`src/rtl/iue_pkg.sv`:
```
package iue_pkg;
    localparam int M_LINE_LEN = 'h60;
    localparam int M_LINE_CNT = 'h61;
    localparam int M_BASE_HI  = 'h62;
    localparam int M_BASE_LO  = 'h63;
    localparam int M_ORG_Z    = 'h69;
    localparam int M_ORG_X    = 'h6A;
    localparam int M_ORG_Y    = 'h6B;
    localparam int M_CTRL     = 'h6C;
    localparam int M_DATA     = 'h6D;

    typedef enum logic [0:0] {
        ST_IDLE  = 1'b0,
        ST_ISSUE = 1'b1
    } iue_state_e;
endpackage

```
`src/rtl/iue_regfile.sv`:
```
module iue_regfile
    import iue_pkg::*;
#(
    parameter int NUM_REGS = 127,
    parameter int ADDR_W   = 64,
    localparam int IDX_W   = $clog2(NUM_REGS)
) (
    input  logic              clk,
    input  logic              rst_n,
    input  logic              wr_en,
    input  logic [IDX_W-1:0]  wr_idx,
    input  logic [31:0]       wr_value,
    output logic [ADDR_W-1:0] base_addr,
    output logic              linear,
    output logic              origin_zero
);
    logic [31:0] regs [NUM_REGS];

    always_ff @(posedge clk or negedge rst_n) begin
        if (!rst_n) begin
            for (int i = 0; i < NUM_REGS; i++) regs[i] <= '0;
        end else if (wr_en) begin
            regs[wr_idx] <= wr_value;
        end
    end

    assign base_addr   = ADDR_W'({regs[M_BASE_HI], regs[M_BASE_LO]});
    assign linear      = regs[M_CTRL][0];
    assign origin_zero = (regs[M_ORG_X] == '0) && (regs[M_ORG_Y] == '0)
                         && (regs[M_ORG_Z] == '0);
endmodule

```
`src/rtl/iue_offset_gen.sv`:
```
module iue_offset_gen #(
    parameter int ADDR_W = 64,
    parameter int OFS_W  = 30,
    localparam int PAD_W = ADDR_W - OFS_W - 2
) (
    input  logic              clk,
    input  logic              rst_n,
    input  logic              clear,
    input  logic              advance,
    input  logic [ADDR_W-1:0] base_addr,
    output logic [ADDR_W-1:0] word_addr
);
    logic [OFS_W-1:0] offset;

    always_ff @(posedge clk or negedge rst_n) begin
        if (!rst_n)       offset <= '0;
        else if (clear)   offset <= '0;
        else if (advance) offset <= offset + 1'b1;
    end

    assign word_addr = base_addr + {{PAD_W{1'b0}}, offset, 2'b00};
endmodule

```
`src/rtl/inline_upload_engine.sv`:
```
module inline_upload_engine
    import iue_pkg::*;
#(
    parameter int METHOD_W = 12,
    parameter int NUM_REGS = 127,
    parameter int OFS_W    = 30
) (
    input  logic                clk,
    input  logic                rst_n,
    input  logic                cmd_valid,
    output logic                cmd_ready,
    input  logic [METHOD_W-1:0] cmd_method,
    input  logic [31:0]         cmd_value,
    output logic                mem_valid,
    input  logic                mem_ready,
    output logic [63:0]         mem_addr,
    output logic [31:0]         mem_data,
    output logic                err_bad_method,
    output logic                err_unsupported
);
    localparam int IDX_W = $clog2(NUM_REGS);

    iue_state_e  state, state_nx;
    logic        accept, in_range, is_data, is_ctrl, supported, fire, reject;
    logic [63:0] base_addr, word_addr;
    logic        linear, origin_zero;

    assign accept    = cmd_valid && cmd_ready;
    assign in_range  = cmd_method < METHOD_W'(NUM_REGS);
    assign is_data   = in_range && (cmd_method == METHOD_W'(M_DATA));
    assign is_ctrl   = in_range && (cmd_method == METHOD_W'(M_CTRL));
    assign supported = linear && origin_zero;
    assign fire      = accept && is_data && supported;
    assign reject    = accept && is_data && !supported;

    iue_regfile #(.NUM_REGS(NUM_REGS), .ADDR_W(64)) u_regs (
        .clk         (clk),
        .rst_n       (rst_n),
        .wr_en       (accept && in_range),
        .wr_idx      (cmd_method[IDX_W-1:0]),
        .wr_value    (cmd_value),
        .base_addr   (base_addr),
        .linear      (linear),
        .origin_zero (origin_zero)
    );

    iue_offset_gen #(.ADDR_W(64), .OFS_W(OFS_W)) u_ofs (
        .clk       (clk),
        .rst_n     (rst_n),
        .clear     (accept && is_ctrl),
        .advance   (fire),
        .base_addr (base_addr),
        .word_addr (word_addr)
    );

    always_ff @(posedge clk or negedge rst_n) begin
        if (!rst_n) state <= ST_IDLE;
        else        state <= state_nx;
    end

    always_comb begin
        state_nx  = state;
        cmd_ready = 1'b1;
        mem_valid = 1'b0;
        unique case (state)
            ST_IDLE: begin
                if (fire) state_nx = ST_ISSUE;
            end
            ST_ISSUE: begin
                mem_valid = 1'b1;
                cmd_ready = mem_ready;
                if (mem_ready && !fire) state_nx = ST_IDLE;
            end
            default: state_nx = ST_IDLE;
        endcase
    end

    always_ff @(posedge clk or negedge rst_n) begin
        if (!rst_n) begin
            mem_addr        <= '0;
            mem_data        <= '0;
            err_bad_method  <= 1'b0;
            err_unsupported <= 1'b0;
        end else begin
            if (fire) begin
                mem_addr <= word_addr;
                mem_data <= cmd_value;
            end
            err_bad_method  <= accept && !in_range;
            err_unsupported <= reject;
        end
    end
endmodule

```
`config.mk`:
```
export PLATFORM = sky130hd
export DESIGN_NAME = inline_upload_engine
export DESIGN_NICKNAME = d
export VERILOG_FILES = /design/src/rtl/iue_pkg.sv /design/src/rtl/iue_regfile.sv /design/src/rtl/iue_offset_gen.sv /design/src/rtl/inline_upload_engine.sv
export SDC_FILE = /design/constraint.sdc
export NUM_CORES = 1
export LEC_CHECK = 0
export BUFFER_PORTS_ARGS = -buffer_cell sky130_fd_sc_hd__buf_2
export CORE_MARGIN = 2
export CORE_UTILIZATION = 60
export CTS_BUF_LIST = sky130_fd_sc_hd__clkbuf_4 sky130_fd_sc_hd__clkbuf_8
export DETAILED_ROUTE_END_ITERATION = 10
export PLACE_DENSITY = 0.91
export SLEW_MARGIN = 15
export SYNTH_ARGS = -nofsm -noshare
export SYNTH_HDL_FRONTEND = slang
export SYNTH_SLANG_ARGS = --single-unit
```
`constraint.sdc`:
```
create_clock -name clk -period 8.5 [get_ports clk]
set_input_delay 0 -clock clk [delete_from_list [all_inputs] [get_ports clk]]
set_output_delay 0 -clock clk [all_outputs]
set_load 0.005 [all_outputs]
```
==> metrics.cfg <==
[grt]
track_usage_pct = 32.8
initial_antenna_violation_count = 1
number_of_global_route_vias_before_repair = 10944
grt_first_pass_wirelength_microns = 61500
grt_start_max_net_pins = 133
globalRoute.totalOverflow = 0

[clock_network]
cts_tree = built
clock_tree.buffer_depth = 3
worst_setup_hold_path_clk_slew_ns = 0.06
clock_latency_ns = 0.58
post_cts.repair.setup_buffers = 0
clock_tree.root_cell = sky130_fd_sc_hd__clkbuf_8
cts_resized = 0
clock-sinks = 290
cts_buffers = 46
htree_levels = 2

[worst_setup_path]
worst_path_arrival_time_ns = 3.78
critical_path.startpoint = u_ofs.offset[1]
cp.required_ns = 8.89
critical_path.reg2reg.startpoint = u_ofs.offset[1]
worstPathCellList = ha_1 -> a211oi_1 -> o311a_1 -> o31ai_2 -> a311o_1 -> a221oi_4 -> nor4_1 -> xnor2_1 -> a21oi_1
worstSetupEndpoint = mem_addr[55]
r2r_cells = 9
rrSetupSlack_ns = 5.11
destination_of_the_worst_register_to_register_timing_path = mem_addr[55]
slowest_delay_ns = 0.71
cp_max_fo = 18
worst-path-stages = 9
crit_family = compound AO/OA/AOI/OAI gates
critPathSlowestCell = sky130_fd_sc_hd__a221oi_4
path_buf_inv = 0
worstSetupEndpointType = register
timing_worst_setup_path_type = register to register
timing.critical_path.from_type = register

[floorplanning]
starting_density_pct = 61.5
core-area_sq_um = 22800
fp-row-count = 55
chipHeight_microns = 157
die_width_microns = 157
design.portCount = 148
die_area_sq_um = 24600

[route]
avgViaCountPerCell = 6.34
detail_route.wirelength_microns = 39600
drc = 0
drt.antenna.violating_nets = 0
first_pass_iters = 6
vias = 11195
routed_wl_per_cell_microns = 22.4
drt_first_iter_violations = 1470

[finish]
area.growth.synth_to_final_pct = 15.7
area_of_the_multi_input_gates_sq_um = 6420
antennaDiodeCount = 0
design.final.nets = 1502
final_layout_size_suffix_gt1_share_pct = 31.3
n_fill_cell = 1537
register_area_sq_um = 7260

[synthesis]
netlist.area_leader.share_pct = 51.8
synth-edff-count = 0
largest_area_contributor_in_the_netlist = sky130_fd_sc_hd__dfrtp_1
netlist_instances = 1237
postSynthAreaPerCell_sq_um = 11.3
ys_dominant_reg_cell = sky130_fd_sc_hd__dfrtp_1
synthDistinctLibCells = 64
synth.cell_area_sq_um = 14000
async_sr_flop_fraction_pct = 100
synth_seq_cells = 290
synth.most_common_cell = sky130_fd_sc_hd__dfrtp_1
synth_sequential_area_ratio_pct = 51.8
ys_top_cells_by_count = sky130_fd_sc_hd__dfrtp_1 (290), sky130_fd_sc_hd__mux2_2 (196), sky130_fd_sc_hd__nor2_1 (89)
mappedNetlistNets = 1317
ys_warn_count = 0
synth.top_cells.by_area = sky130_fd_sc_hd__dfrtp_1 (52%), sky130_fd_sc_hd__mux2_2 (16%), sky130_fd_sc_hd__xnor2_1 (2.9%)

[power_and_ir_drop]
power.density_cell_area_nw_per_um2 = 165
max-vdd-ir-drop_mv = 0.113
power.static_leakage_uw = 0.00815

[timing]
hold_slack_ns = 0.103
unrepaired_setup_endpoints_after_global_routing = no
final-setup-viol-count = 0
finalClockSkew_ns = 0.0374
timing.max_slew.rel_slack_pct = 33.0
min_period_ns = 3.39
achievable-frequency_mhz = 295
setup-tns-final_ns = 0
fin_crit_sh_pct = 39.9
final-hold-violation-count = 0
final-max-slew-violation-count = 0
worstMarginPinSlew_ns = 1.00

[place]
portBuffers = 147
gpl.final_weighted_congestion = 0.932
dp.final_hpwl_microns = 25700

[hold_path]
min_path_type = primary input to register

[run]
maxCapViolCount = 0

[outcome]
result_of_the_run = finished, final reports clean

area by class of cell:
class	instances	share of cell area [%]
Clock buffer	69	5.16
Inverter	15	0.347
Tap cell	313	2.42
Timing Repair Buffer	194	7.37
Clock inverter	9	0.347
Multi-Input combinational cell	875	39.6
Sequential cell	290	44.8
where the power goes:
group | internal (uW) | total, uW | switching (uW) | leakage, uW
Combinational | 29.2 | 102 | 72.5 | 0.00363
Sequential | 1380 | 1390 | 3.74 | 0.00404
Clock | 628 | 1180 | 551 | 0.000474
placed cells by master, fill, tap and decap left out, types with 7 or more instances in the layout:
cell type,instances
sky130_fd_sc_hd__dfrtp_1,290
sky130_fd_sc_hd__mux2_2,196
sky130_fd_sc_hd__buf_2,146
sky130_fd_sc_hd__nor2_1,88
sky130_fd_sc_hd__nand2_1,87
sky130_fd_sc_hd__a21oi_1,68
sky130_fd_sc_hd__nor4_1,53
sky130_fd_sc_hd__o21ai_0,53
sky130_fd_sc_hd__clkbuf_8,51
sky130_fd_sc_hd__xnor2_1,46
sky130_fd_sc_hd__dlygate4sd3_1,37
sky130_fd_sc_hd__nand3_1,32
sky130_fd_sc_hd__ha_1,31
sky130_fd_sc_hd__xor2_1,30
sky130_fd_sc_hd__nand4_1,29
sky130_fd_sc_hd__nor3_1,24
sky130_fd_sc_hd__clkbuf_4,18
sky130_fd_sc_hd__inv_1,15
sky130_fd_sc_hd__and3_1,15
sky130_fd_sc_hd__a21o_1,15
sky130_fd_sc_hd__buf_4,9
sky130_fd_sc_hd__nor2b_1,8
sky130_fd_sc_hd__or3_1,8
sky130_fd_sc_hd__a31oi_1,7
tightest hold or removal path, stage by stage:
cell and delay, ns:
sky130_fd_sc_hd__buf_2 0.09, sky130_fd_sc_hd__nor3b_1 0.09, sky130_fd_sc_hd__and4bb_2 0.29, sky130_fd_sc_hd__o41a_1 0.15
per-stage QoR:
step	instances	area [sq um]	setup slack [ns]	utilization, %	power, uW
2_1_floorplan	1237	14000	5.77	-	1430
3_5_place_dp	1650	14900	5.26	65.6	1500
4_1_cts	1765	16200	5.19	71.2	2670
5_1_grt	1765	16200	4.96	71.2	2750
6_report	1765	16200	5.11	71.2	2670
3_3_place_gp	1650	14900	5.37	65.6	1500
routing by layer:
| layer | wire [microns] | global-route usage, % |
|---|---|---|
| met5 | 0 | 0 |
| met1 | 15700 | 43.8 |
| met3 | 3680 | 7.48 |
| met4 | 2050 | 15.6 |
| met2 | 18200 | 51.1 |
cell families (layout without fill, tap and decap cells):
| group | count (synthesis) | in the layout | share of synthesized area [%] |
|---|---|---|---|
| AOI/OAI and AO/OA | 183 | 183 | 7.91 |
| buffers and inverters | 72 | 287 | 2.65 |
| adders and majority gates | 32 | 32 | 2.91 |
| muxes | 197 | 197 | 15.8 |
| DFF | 290 | 290 | 51.8 |
| and+or+nand+nor | 387 | 387 | 14.2 |
| xor gates and xnor gates | 76 | 76 | 4.75 |
state kept, by name (all words and copies together), names as in the netlist, 30 cells and up:
| signal | cells |
|---|---|
| mem_addr | 64 |
| mem_data | 32 |
| u_ofs.offset | 30 |
| u_regs.base_addr | 64 |
| u_regs.regs | 96 |
what timing repair did:
item                                    CTS  global route
hold buffers                             37             0
endpoints found under the hold margin   325             0
endpoints found under the setup margin    0             0
worst min path at each step:
stage / startpoint / to / slack (ns) / cells past startpoint
finish: cmd_method[7] / err_unsupported / 0.10 / 4
global route: cmd_method[7] / err_unsupported / 0.10 / 4
CTS: cmd_method[7] / err_unsupported / 0.06 / 4
detailed placement: rst_n / mem_data[3] / 0.20 / 1
global placement: rst_n / mem_data[5] / 0.18 / 1
floorplan: rst_n / err_bad_method / -0.30 / 0
(Power assumes the default switching activity.)
